<file path="src/rtl/isp_host_pkg.sv">
package isp_host_pkg;

  // Strobes from control to datapath, one per host cycle
  typedef struct packed {
    logic load;    // capture new instruction
    logic sample;  // sck about to rise: take miso
    logic shift;   // sck about to fall: advance mosi
  } xferStrobe_t;

  typedef enum logic [2:0] {
    ST_LOW,
    ST_PULSE,
    ST_WAIT,
    ST_IDLE,
    ST_XFER
  } seqState_t;

endpackage

</file>
<file path="src/rtl/isp_host_ctrl.sv">
module isp_host_ctrl
  import isp_host_pkg::*;
#(
  parameter int DIV_W       = 8,
  parameter int MIN_HALF    = 3,
  parameter int LOW_CYCLES  = 4,
  parameter int PULSE_CYCLES = 4,
  parameter int WAIT_CYCLES = 20000,
  parameter int NUM_BITS    = 32
) (
  input  logic             clk,
  input  logic             rst_n,
  input  logic [DIV_W-1:0] cfgHalfDiv,
  input  logic             reqValid,
  output xferStrobe_t      strobe,
  output logic             sck,
  output logic             tgtReset,
  output logic             ready,
  output logic             busy,
  output logic             respValid
);

  localparam int LONGEST = (WAIT_CYCLES > PULSE_CYCLES) ?
                           ((WAIT_CYCLES > LOW_CYCLES) ? WAIT_CYCLES : LOW_CYCLES) :
                           ((PULSE_CYCLES > LOW_CYCLES) ? PULSE_CYCLES : LOW_CYCLES);
  localparam int TMR_W = $clog2(LONGEST + 1);
  localparam int BIT_W = $clog2(NUM_BITS);
  localparam logic [TMR_W-1:0] LOW_END   = TMR_W'(LOW_CYCLES - 1);
  localparam logic [TMR_W-1:0] PULSE_END = TMR_W'(PULSE_CYCLES - 1);
  localparam logic [TMR_W-1:0] WAIT_END  = TMR_W'(WAIT_CYCLES - 1);
  localparam logic [BIT_W-1:0] LAST_BIT  = BIT_W'(NUM_BITS - 1);
  localparam logic [DIV_W-1:0] MIN_DIV   = DIV_W'(MIN_HALF);

  seqState_t         state;
  logic [TMR_W-1:0]  timer;
  logic [DIV_W-1:0]  phaseCnt;
  logic [BIT_W-1:0]  bitCnt;
  logic [DIV_W-1:0]  halfEff;
  logic              phaseEnd;

  // Raise short phases to the floor for fast targets
  always_comb begin
    halfEff  = (cfgHalfDiv < MIN_DIV) ? MIN_DIV : cfgHalfDiv;
    phaseEnd = (state == ST_XFER) && (phaseCnt == halfEff - 1'b1);
    strobe.load   = (state == ST_IDLE) && reqValid;
    strobe.sample = phaseEnd && !sck;
    strobe.shift  = phaseEnd && sck && (bitCnt != LAST_BIT);
  end

  always_ff @(posedge clk) begin
    if (!rst_n) begin
      state     <= ST_LOW;
      timer     <= '0;
      phaseCnt  <= '0;
      bitCnt    <= '0;
      sck       <= 1'b0;
      tgtReset  <= 1'b0;
      ready     <= 1'b0;
      busy      <= 1'b0;
      respValid <= 1'b0;
    end else begin
      respValid <= 1'b0;
      unique case (state)
        ST_LOW: begin
          if (timer == LOW_END) begin
            timer    <= '0;
            tgtReset <= 1'b1;
            state    <= ST_PULSE;
          end else begin
            timer <= timer + 1'b1;
          end
        end
        ST_PULSE: begin
          if (timer == PULSE_END) begin
            timer    <= '0;
            tgtReset <= 1'b0;
            state    <= ST_WAIT;
          end else begin
            timer <= timer + 1'b1;
          end
        end
        ST_WAIT: begin
          if (timer == WAIT_END) begin
            timer <= '0;
            ready <= 1'b1;
            state <= ST_IDLE;
          end else begin
            timer <= timer + 1'b1;
          end
        end
        ST_IDLE: begin
          if (reqValid) begin
            busy     <= 1'b1;
            phaseCnt <= '0;
            bitCnt   <= '0;
            sck      <= 1'b0;
            state    <= ST_XFER;
          end
        end
        ST_XFER: begin
          if (phaseEnd) begin
            phaseCnt <= '0;
            sck      <= ~sck;
            if (sck) begin
              if (bitCnt == LAST_BIT) begin
                busy      <= 1'b0;
                respValid <= 1'b1;
                state     <= ST_IDLE;
              end else begin
                bitCnt <= bitCnt + 1'b1;
              end
            end
          end else begin
            phaseCnt <= phaseCnt + 1'b1;
          end
        end
        default: state <= ST_LOW;
      endcase
    end
  end

  assert_sck_rests_low_R6: assert property (@(posedge clk) disable iff (!rst_n)
    !busy |-> !sck);

  assert_phase_bound_R6: assert property (@(posedge clk) disable iff (!rst_n)
    phaseCnt < halfEff);

  assert_reset_quiet_R2: assert property (@(posedge clk) disable iff (!rst_n)
    busy |-> !tgtReset);

  assert_start_after_entry_R9: assert property (@(posedge clk) disable iff (!rst_n)
    $rose(busy) |-> (ready && $past(ready)));

  assert_resp_single_R8: assert property (@(posedge clk) disable iff (!rst_n)
    respValid |=> !respValid);

endmodule

</file>
<file path="src/rtl/isp_host_datapath.sv">
module isp_host_datapath
  import isp_host_pkg::*;
#(
  parameter int NUM_BITS  = 32,
  parameter int RESP_BITS = 8
) (
  input  logic                 clk,
  input  logic                 rst_n,
  input  xferStrobe_t          strobe,
  input  logic [NUM_BITS-1:0]  reqInstr,
  input  logic                 miso,
  output logic                 mosi,
  output logic [RESP_BITS-1:0] respData
);

  logic [NUM_BITS-1:0]  txShift;
  logic [RESP_BITS-1:0] rxShift;

  always_ff @(posedge clk) begin
    if (!rst_n) begin
      txShift <= '0;
      rxShift <= '0;
    end else begin
      if (strobe.load) begin
        txShift <= reqInstr;
        rxShift <= '0;
      end else begin
        if (strobe.shift)  txShift <= {txShift[NUM_BITS-2:0], 1'b0};
        if (strobe.sample) rxShift <= {rxShift[RESP_BITS-2:0], miso};
      end
    end
  end

  assign mosi     = txShift[NUM_BITS-1];
  assign respData = rxShift;

endmodule

</file>
<file path="src/rtl/prog_link_host.sv">
module prog_link_host
  import isp_host_pkg::*;
#(
  parameter int HOST_CLK_HZ  = 1_000_000,
  parameter int WAIT_MS      = 20,
  parameter int DIV_W        = 8,
  parameter int MIN_HALF     = 3,
  parameter int LOW_CYCLES   = 4,
  parameter int PULSE_CYCLES = 4
) (
  input  logic             clk,
  input  logic             rst_n,
  input  logic [DIV_W-1:0] cfgHalfDiv,
  input  logic             reqValid,
  input  logic [31:0]      reqInstr,
  output logic             ready,
  output logic             busy,
  output logic             respValid,
  output logic [7:0]       respData,
  output logic             sck,
  output logic             mosi,
  input  logic             miso,
  output logic             tgtReset
);

  localparam int WAIT_CYCLES = HOST_CLK_HZ / 1000 * WAIT_MS;

  xferStrobe_t strobe;

  isp_host_ctrl #(
    .DIV_W(DIV_W), .MIN_HALF(MIN_HALF), .LOW_CYCLES(LOW_CYCLES),
    .PULSE_CYCLES(PULSE_CYCLES), .WAIT_CYCLES(WAIT_CYCLES), .NUM_BITS(32)
  ) u_ctrl (
    .clk(clk), .rst_n(rst_n), .cfgHalfDiv(cfgHalfDiv), .reqValid(reqValid),
    .strobe(strobe), .sck(sck), .tgtReset(tgtReset), .ready(ready),
    .busy(busy), .respValid(respValid)
  );

  isp_host_datapath #(.NUM_BITS(32), .RESP_BITS(8)) u_data (
    .clk(clk), .rst_n(rst_n), .strobe(strobe), .reqInstr(reqInstr),
    .miso(miso), .mosi(mosi), .respData(respData)
  );

  // Data must be settled while the target samples on the high phase
  assert_mosi_hold_R4: assert property (@(posedge clk) disable iff (!rst_n)
    (sck && $past(sck)) |-> $stable(mosi));

endmodule

</file>
<file path="config.mk">
export PLATFORM = sky130hd
export DESIGN_NAME = prog_link_host
export DESIGN_NICKNAME = d
export VERILOG_FILES = /design/src/rtl/isp_host_pkg.sv /design/src/rtl/isp_host_ctrl.sv /design/src/rtl/isp_host_datapath.sv /design/src/rtl/prog_link_host.sv
export SDC_FILE = /design/constraint.sdc
export NUM_CORES = 1
export LEC_CHECK = 0
export BUFFER_PORTS_ARGS = -buffer_cell sky130_fd_sc_hd__buf_2
export CORE_ASPECT_RATIO = 1.75
export CORE_MARGIN = 1.5
export CORE_UTILIZATION = 25
export CTS_CLUSTER_DIAMETER = 100
export DETAILED_ROUTE_END_ITERATION = 10
export SYNTH_ARGS = -nofsm -noshare
export SYNTH_HDL_FRONTEND = slang
export SYNTH_SLANG_ARGS = --single-unit
</file>
<file path="constraint.sdc">
create_clock -name clk -period 5.9 [get_ports clk]
set_clock_uncertainty 0.15 [all_clocks]
set_input_delay 0.885 -clock clk [delete_from_list [all_inputs] [get_ports clk]]
set_output_delay 0.885 -clock clk [all_outputs]
set_load 0.02 [all_outputs]
</file>
==> results of run 1 <==
[layer usage]
| layer | share of wire (%) | routed length, um | vias to the layer above | GRT usage (%) |
|---|---|---|---|---|
| li1 | - | - | 1562 | - |
| met2 | 53 | 4190 | 59 | 19.8 |
| met3 | 3.4 | 265 | 15 | 2.66 |
| met4 | 2.9 | 231 | 0 | 5.90 |
| met5 | 0 | 0 | - | 0 |
| met1 | 40 | 3170 | 1404 | 10.8 |
[worst reg2reg max path: stages, from the launching register on]
cell and delay (ns):
dfxtp_1 0.52, inv_1 0.19, nand4_1 0.12, buf_4 0.46
nand2_1 0.51, nor2_1 0.40, nand2_1 0.08, o21ai_0 0.08
[Yosys cell counts (all sizes together) (3+ instances only)]
master | n | share of area (%)
nand3 | 5 | 0.69
nor3 | 5 | 0.69
clkbuf | 18 | 2.1
o22ai | 5 | 0.86
mux2i | 42 | 12
ha | 5 | 1.7
nor2 | 45 | 4.6
inv | 6 | 0.62
nor2b | 4 | 0.69
nand2b | 5 | 0.86
buf | 4 | 0.82
nand4 | 9 | 1.5
xor2 | 17 | 4.1
a21oi | 47 | 6.5
dfxtp | 76 | 42
and3 | 8 | 1.4
xnor2 | 10 | 2.4
a21o | 3 | 0.65
nand2 | 23 | 2.4
o21ai | 36 | 4.9
nor4 | 7 | 2.4
[power groups by stage]
stage / Combinational [mW] / Clock (mW) / Sequential [mW]
after floorplan: 0.0417 / 0 / 0.534
after global placement: 0.0653 / 0 / 0.536
after detailed placement: 0.0678 / 0 / 0.536
after CTS: 0.0678 / 0.584 / 0.524
after global routing: 0.0758 / 0.608 / 0.525
final: 0.0668 / 0.566 / 0.524
[worst min path at each step]
stage	startpoint	endpoint
after floorplan	u_data.txShift[0]	u_data.txShift[0]
after global placement	u_ctrl.busy	u_ctrl.busy
after detailed placement	u_ctrl.busy	u_ctrl.busy
after CTS	u_ctrl.busy	u_ctrl.busy
after global routing	u_ctrl.busy	u_ctrl.busy
final	u_ctrl.busy	u_ctrl.busy
[state kept, by name (all words and copies together) (netlist names)]
signal and cells:
u_ctrl.timer 15, u_ctrl.sck 1, u_data.respData 8, u_ctrl.busy 1, u_ctrl.tgtReset 1, u_ctrl.respValid 1, u_ctrl.ready 1, u_ctrl.state 3
u_ctrl.phaseCnt 8, u_data.txShift 32, u_ctrl.bitCnt 5
[per-stage QoR]
| stage | cell area, um^2 | total power, mW |
|---|---|---|
| floorplan | 3650 | 0.575 |
| global placement | 4080 | 0.601 |
| detailed placement | 4080 | 0.603 |
| CTS | 4380 | 1.18 |
| global route | 4380 | 1.21 |
| finish | 4380 | 1.16 |
[layout by cell type (no fill, tap or decap), types with 6 or more instances in the layout]
cell type,synthesis,routed
o21ai_0,36,36
nand4_1,9,9
xor2_1,17,17
nand2_1,23,23
buf_2,0,57
xnor2_1,10,10
and3_1,7,7
inv_1,6,6
a21oi_1,46,46
nor2_1,45,45
mux2i_1,42,42
clkbuf_16,0,9
dfxtp_1,76,76
[cell families after synthesis]
group           Yosys count
fa+ha+maj                 5
buf+inv                  29
flops                    76
simple gates            123
mux                      42
xor+xnor                 27
compound gates          108
[final cells by class]
class / count / area (um^2) / area share [%]
Multi-Input combinational cell: 305 / 1990 / 45.4
Sequential cell: 76 / 1520 / 34.7
Timing Repair Buffer: 61 / 315 / 7.19
Clock buffer: 10 / 239 / 5.45
Tap cell: 180 / 225 / 5.14
Clock inverter: 6 / 70.1 / 1.60
Inverter: 6 / 22.5 / 0.514
==> metrics.txt, run 1 <==
sequential power share 45.3%; die width around 94 um; most frequent CP cell a21oi_1; site row count 58; part of the power in combinational logic between 5 and 6%; Post-synth ARST share 0%; Switching Fraction 23.1%; DP Worst Slack between 1.5 and 2 ns; CTS tree done; first-pass GRT wire length approximately 13000 um; total gr overflow 0; HP Class reg -> reg; Clock Latency Late Sink 0.34 ns; DR vias/cell 4.72; Leak roughly 1.9 nW; Final Wtd Congestion 0.793; final period utilization 59.8%; CP top delay family simple AND/OR/NAND/NOR gates; Max FO, Critical Path 37; final design utilization 30.7%; status complete, no violations; min Tclk post-route between 3 and 4 ns; Synth cell types 53; Max Cap Viol 0; CTS H-tree depth 3; Root Driver clkbuf_16; Hold Fails Final Rpt 0; R2R Path Start u_ctrl.state[2]; Rel. slew slack approximately 54%; Worst VDD drop around 0.00010 V; layout cells sized above 1 19.0%; Post-Synth Simple-Gate Area 17.9%; syn nets 459; post-route ant nets 0; CP Cell Sequence buf_2 > nor4_4 > a21oi_2 > ha_1 > xnor2_1 > a221oi_1 > o211ai_1 > a21oi_1 > nand4_1 > buf_4 > or3_1 > a21oi_1; Ant. Diodes 0; nets@finish ~510; switching power 267 uW; Total GRT Usage 10.8%; largest net degree at the start of global routing 67; post-DP HPWL 5820 um; adder and majority gate portion of the synthesized area ~1.7%; Routed WL per cell 12.2 um; crit path DAT 3.64 ns; Max stage delay on crit path 0.41 ns; WP data required 6.01 ns; DR DRC count 0; Synth Flop Type dfxtp_1; final setup fails 0; RR Endpoint u_ctrl.phaseCnt[3]; register bit count reported by yosys 76; Initial DRC Count ~130; Die Y between 150 and 200 um; Initial Util 25.5%; maximum clock rate roughly 0.28 GHz; Ports 58; worst hold margin 0.320 ns; Worst Tran Pin Value between 0.6 and 0.7 ns; RSZ-0062 raised after global routing false; largest family of logic cells by synthesized area simple AND/OR/NAND/NOR gates; Critical Path End Type register; CP bufs+invs 2; power per cell area around 260 nW/um^2; Clock power frac 48.9%; Worst-path clk slew 0.06 ns; vias in the first global route slightly below 3000; post-synthesis compound-gate area fraction 17.0%; maximum clock path buffer count 2; register area share after synthesis between 40% and 50%; Synth Area in XOR/XNOR around 6.5%; Pint 890 uW; DIE AREA 15400 um^2; post-route setup TNS 0 ns; FILL cells 1501; routed vias 3040; Num CTS Buffers 9; Core Region 14300 um^2; Slew Viols, Final 0; hold_buf cts 0; initial antenna violation count 0; mux share of post-synthesis cell area 11.5%; fin worst setup slack between 2 and 2.5 ns; slowest CP cell nor4_4; R2R Setup Slk 3.33 ns; CP Launch Type input pin; Area growth syn-to-layout 20.1%; clock sinks between 70 and 80; Setup Buffers After CTS 0; Mapped Area approximately 3700 um^2; Yosys Warn Count 0; R2R cell count 7; Non-Filler Instances 644; placed cell count approximately 630; Mapped Cells 410; Critical Path Sink u_ctrl.bitCnt[3]; number of synthesized flops with an enable pin 0; WS Path Type in -> reg; overall routed net length 7860 um; CP startpoint cfgHalfDiv[4]; Critical Path Stages 12; average size of a mapped cell around 8.9 um^2; PortBufs 57; Pre-antenna DRT Iters 4; WHS Path Cells 2; post-cts resize count 0
(Power assumes the default switching activity.)
==> inputs of run 2 (changes only) <==
==> constraint.sdc (replaced) <==
create_clock -name clk -period 3.2 [get_ports clk]
set_clock_uncertainty 0.15 [all_clocks]
set_input_delay 0.48 -clock clk [delete_from_list [all_inputs] [get_ports clk]]
set_output_delay 0.48 -clock clk [all_outputs]
set_load 0.02 [all_outputs]
==> run 2 against run 1 <==
Compared with the run above:
- cell count is 1.1% higher
- largest power group unchanged
- setup slack lost 2.1 ns
- flip-flop and latch count stayed put
- register-to-register slack worse by 2.4 ns
- first-iteration DRC count is 22% higher
- non-clock buffer count up 8
- sequential power grew 85%
- wire length rose by 0.95%
- via count is 0.99% higher
- sequential share of layout area down 0.57 points
- highest routed layer unchanged
- combinational power rose by 95%
==> metrics.txt, run 2 (synthesis gave the netlist of run 1 again) <==
status complete, no violations; Root Driver clkbuf_16; WS Path Type in -> reg; Worst VDD drop 0.000228 V; CP Cell Sequence buf_2 > nor4_4 > a21oi_2 > ha_1 > xnor2_1 > a221oi_1 > o211ai_1 > a21oi_2 > nand4_1 > buf_12 > mux2i_1 > a21oi_1; largest net degree at the start of global routing 66; Ant. Diodes 0; CTS H-tree depth 3; initial antenna violation count 0; Num CTS Buffers 9; CP bufs+invs 2; maximum clock path buffer count 2; Initial Util approximately a quarter; PortBufs 57; Worst-path clk slew 0.06 ns; Initial DRC Count 152; Area growth syn-to-layout 22.1%; final setup fails 0; HP Class in -> reg; post-DP HPWL between 5000 and 6000 um; RSZ-0062 raised after global routing false; Total Power 2.09 mW; FILL cells 1489; Die Y 163 um; nets@finish 516; Slew Viols, Final 0; CP Launch Type input pin; hold_buf cts 0; Ports 58; WP data required 3.24 ns; routed vias 3070; most frequent CP cell a21oi_2; overall routed net length slightly below 8000 um; Total GRT Usage roughly 11%; power per cell area roughly 470 nW/um^2; final period utilization 91.0%; Critical Path End Type register; layout cells sized above 1 20.2%; min Tclk post-route 2.91 ns; first-pass GRT wire length ~13000 um; die width 94.4 um; DR DRC count 0; Max FO, Critical Path 34; Rel. slew slack 61.8%; R2R Setup Slk 0.90 ns; Routed WL per cell 12.2 um; Hold Fails Final Rpt 0; post-route ant nets 0; final design utilization roughly 31%; max reg flops 32; Leak 1.92 nW; slowest CP cell nor4_4; commonest non-fill, non-tap cell in the layout dfxtp_1; Max stage delay on crit path 0.41 ns; DIE AREA 15400 um^2; CTS tree done; most frequent cells in the layout dfxtp_1 (76), buf_2 (57), nor2_1 (45), a21oi_1 (45), mux2i_1 (42); Top Registers u_data.txShift (32), u_ctrl.timer (15); Max Cap Viol 0; Worst Tran Pin Value 0.568 ns; Final Wtd Congestion 0.802; DR vias/cell between 4 and 5; clock sinks 76; Multi-input gate area 1990 um^2; maximum clock rate 0.344 GHz; Reg area 1520 um^2; site row count 58; Reg with most FFs u_data.txShift; total gr overflow 0; Core Region 14300 um^2; Pre-antenna DRT Iters 4; vias in the first global route 3059; Clock Latency Late Sink approximately 0.33 ns; crit path DAT 2.95 ns; CP top delay family compound AO/OA/AOI/OAI gates
run 2: cell types whose count changed in the layout (fill, tap and decap cells not counted):
cell / previous run / this run
buf_4: 4 / 10
clkinvlp_4: 0 / 2
a21oi_1: 46 / 45
inv_6: 2 / 0
clkbuf_1: 0 / 1
a21oi_2: 1 / 2
clkinv_4: 2 / 0
buf_12: 0 / 2
run 2: timing repair:
action                     in CTS  in global routing
setup endpoints to repair       0                 34
gates resized for setup         0                  1
buffers inserted                0                  1
run 2: metal layers:
layer	part of all wire, %	routed length [um]	global-route usage, %
met5	0	0	0
met4	1.7	135	4.61
met3	3.5	281	2.47
met2	55	4350	20.4
met1	40	3170	11.1
run 2: worst register-to-register path: cells and delay by family, from the launching register on:
kind	cells	cell delay [ns]
XOR/XNOR	2	0.52
flip-flops	1	0.41
AO/OA/AOI/OAI	2	0.38
buffers and inverters	1	0.27
multiplexers	1	0.26
AND/OR/NAND/NOR	1	0.19
run 2: final timing paths:
kind	to	depth (start not counted)	start
setup / recovery	u_data.txShift[13]	12	cfgHalfDiv[4]
hold / removal	u_data.respData[0]	3	miso
setup reg to reg	u_data.txShift[13]	7	u_ctrl.phaseCnt[3]
hold reg to reg	u_ctrl.busy	2	u_ctrl.busy
run 2: metrics by stage:
stage | setup TNS, ns | hold slack [ns] | std cells | setup WS, ns | area (um^2)
2_1_floorplan | 0 | 0.293 | 410 | 0.224 | 3650
6_report | 0 | 0.253 | 651 | 0.290 | 4460
3_3_place_gp | -2.60 | 0.319 | 635 | -0.0890 | 4150
5_1_grt | 0 | 0.280 | 651 | 0.0119 | 4460
3_5_place_dp | -5.86 | 0.315 | 635 | -0.205 | 4150
4_1_cts | 0 | 0.247 | 650 | 0.149 | 4450
run 2: where the power goes:
| part | internal (mW) | leakage [nW] | total, mW | switching [mW] |
|---|---|---|---|---|
| combinational | 0.0588 | 1.17 | 0.130 | 0.0710 |
| sequential | 0.956 | 0.613 | 0.967 | 0.0113 |
| clock | 0.619 | 0.138 | 0.991 | 0.372 |
| total | 1.63 | 1.92 | 2.09 | 0.454 |
run 2: area by class of cell:
class                   count  share of cell area, %
clock buffers              11                   5.45
flip-flops and latches     76                   34.1
inverters                   6                  0.505
well taps                 180                   5.05
clock inverters             4                   1.12
repair buffers             69                   8.98
multi-input cells         305                   44.8
==> inputs of run 3 (changes only) <==
--- a/config.mk
+++ b/config.mk
@@ -8,9 +8,10 @@
 export BUFFER_PORTS_ARGS = -buffer_cell sky130_fd_sc_hd__buf_2
 export CORE_ASPECT_RATIO = 1.75
 export CORE_MARGIN = 1.5
-export CORE_UTILIZATION = 25
+export CORE_UTILIZATION = 50
 export CTS_CLUSTER_DIAMETER = 100
 export DETAILED_ROUTE_END_ITERATION = 10
+export PLACE_DENSITY = 0.75
 export SYNTH_ARGS = -nofsm -noshare
 export SYNTH_HDL_FRONTEND = slang
 export SYNTH_SLANG_ARGS = --single-unit
==> run 3 against run 2 <==
Compared with the run above:
- critical endpoint is now u_data.txShift[27]
- count of clock-buffer cells in the layout up 2
- total power increased by 0.40%
- critical path depth stayed put
- highest routed layer unchanged
- setup slack gained 0.077 ns
- hold slack got worse by 0.017 ns
- first-iteration DRC count is 46% lower
- final area is 3.0% lower
- flip-flop and latch count unchanged
- non-clock buffer count is 2 lower
- via count fell by 0.65%
- cell count is 15% lower
==> metrics.txt, run 3 (synthesis gave the netlist of run 1 again) <==
Multi-input gate area approximately 2000 um^2; max reg flops 32; DR DRC count 0; hold_buf cts 0; largest net degree at the start of global routing between 60 and 70; maximum clock path buffer count 2; Area growth syn-to-layout 18.4%; Worst-path clk slew 0.05 ns; first-pass GRT wire length 12000 um; Final Wtd Congestion around 0.79; nets@finish 514; Reg with most FFs u_data.txShift; min Tclk post-route 2.83 ns; routed vias 3050; final period utilization 88.5%; WS Path Type in -> reg; Root Driver clkbuf_16; Leak 1.92 nW; Initial DRC Count 82; Total Power 2.10 mW; DIE AREA 7840 um^2; CTS tree done; most frequent cells in the layout dfxtp_1 (76), buf_2 (57), a21oi_1 (46); Ports 58; Clock Latency Late Sink 0.34 ns; Rel. slew slack 57.9%; Ant. Diodes 0; post-cts resize count 0; final design utilization 60.6%; Setup Buffers After CTS 0; HP Class in -> reg; Reg area 1520 um^2; Hold Fails Final Rpt 0; crit path DAT 2.88 ns; Initial Util 51.2%; Slew Viols, Final 0; clock sinks 76; CTS H-tree depth 3; Max stage delay on crit path 0.42 ns; overall routed net length 7500 um; Total GRT Usage about a fifth; Critical Path End Type register; Worst Tran Pin Value about 0.63 ns; Worst VDD drop 0.000290 V; CP Launch Type input pin; power per cell area 485 nW/um^2; RSZ-0062 raised after global routing false; maximum clock rate 0.353 GHz; Routed WL per cell 13.5 um; vias in the first global route 2835; FILL cells 644; Die Y between 100 and 150 um; most frequent CP cell a21oi_1; post-route ant nets 0; Num CTS Buffers 9; initial antenna violation count 0; WP data required 3.25 ns; slowest CP cell nor4_4; commonest non-fill, non-tap cell in the layout dfxtp_1; CP Cell Sequence buf_2 > nor4_4 > a21oi_2 > ha_1 > xnor2_1 > a221oi_1 > o211ai_1 > a21oi_1 > nand4_1 > buf_12 > mux2i_1 > a21oi_1; Pre-antenna DRT Iters 4; die width ~68 um; status complete, no violations; Core Region between 7000 and 8000 um^2; final setup fails 0; post-route setup TNS 0 ns; Top Registers u_data.txShift (32), u_ctrl.timer (15); PortBufs 57; placed cell count 540; DR vias/cell 5.49; Max Cap Viol 0; post-DP HPWL 5420 um; Non-Filler Instances 556; total gr overflow 0; site row count 41; Max FO, Critical Path 36; layout cells sized above 1 19.4%
==> run 3: cell count changes in the layout (fill, tap and decap cells not counted), sizes merged <==
cell / previous run / this run
clkbuf: 11 / 13
buf: 69 / 67
clkinvlp: 2 / 1
==> run 3: power breakdown <==
part / internal, mW / switching [mW]
combinational: 0.0569 / 0.0699
clock: 0.627 / 0.375
sequential: 0.956 / 0.0116
==> run 3: metal layers <==
| metal | vias up | part of all wire, % | global-route usage [%] | wire [um] |
|---|---|---|---|---|
| met4 | 0 | 3.4 | 13.6 | 252 |
| li1 | 1576 | - | - | - |
| met1 | 1393 | 39 | 19.9 | 2920 |
| met2 | 59 | 54 | 37.2 | 4060 |
| met3 | 22 | 3.6 | 3.40 | 268 |
| met5 | - | 0 | 0 | 0 |
==> run 3: worst paths after layout <==
| path | startpoint | to | slack [ns] | cells past startpoint |
|---|---|---|---|---|
| setup / recovery | cfgHalfDiv[4] | u_data.txShift[27] | 0.37 | 12 |
| hold / removal | miso | u_data.respData[0] | 0.24 | 3 |
| setup reg to reg | u_ctrl.timer[5] | u_ctrl.state[0] | 0.77 | 6 |
| hold reg to reg | u_data.txShift[0] | u_data.txShift[0] | 0.32 | 2 |
==> run 3: area by class of cell <==
cell class              count  area share, %
clock inverters             3           1.07
inverters                   6          0.521
multi-input cells         305           46.0
clock buffers              13           5.79
flip-flops and latches     76           35.2
well taps                  86           2.49
repair buffers             67           8.91
==> run 3: stage by stage <==
stage	setup slack [ns]	hold slack, ns	area (um^2)
6_report	0.367	0.235	4320
5_1_grt	0.204	0.249	4320
4_1_cts	0.376	0.237	4320
3_5_place_dp	0.0129	0.309	4030
3_3_place_gp	0.126	0.308	4030
2_1_floorplan	0.224	0.293	3650
==> run 3: worst max-delay path, delay by kind of cell <==
kind                     cells  cell delay, ns
AND/OR/NAND/NOR              2            0.62
multiplexers                 1            0.20
XOR/XNOR                     1            0.12
AO/OA/AOI/OAI                5            0.75
adder cells (fa/ha/maj)      1            0.32
buffers and inverters        2            0.37
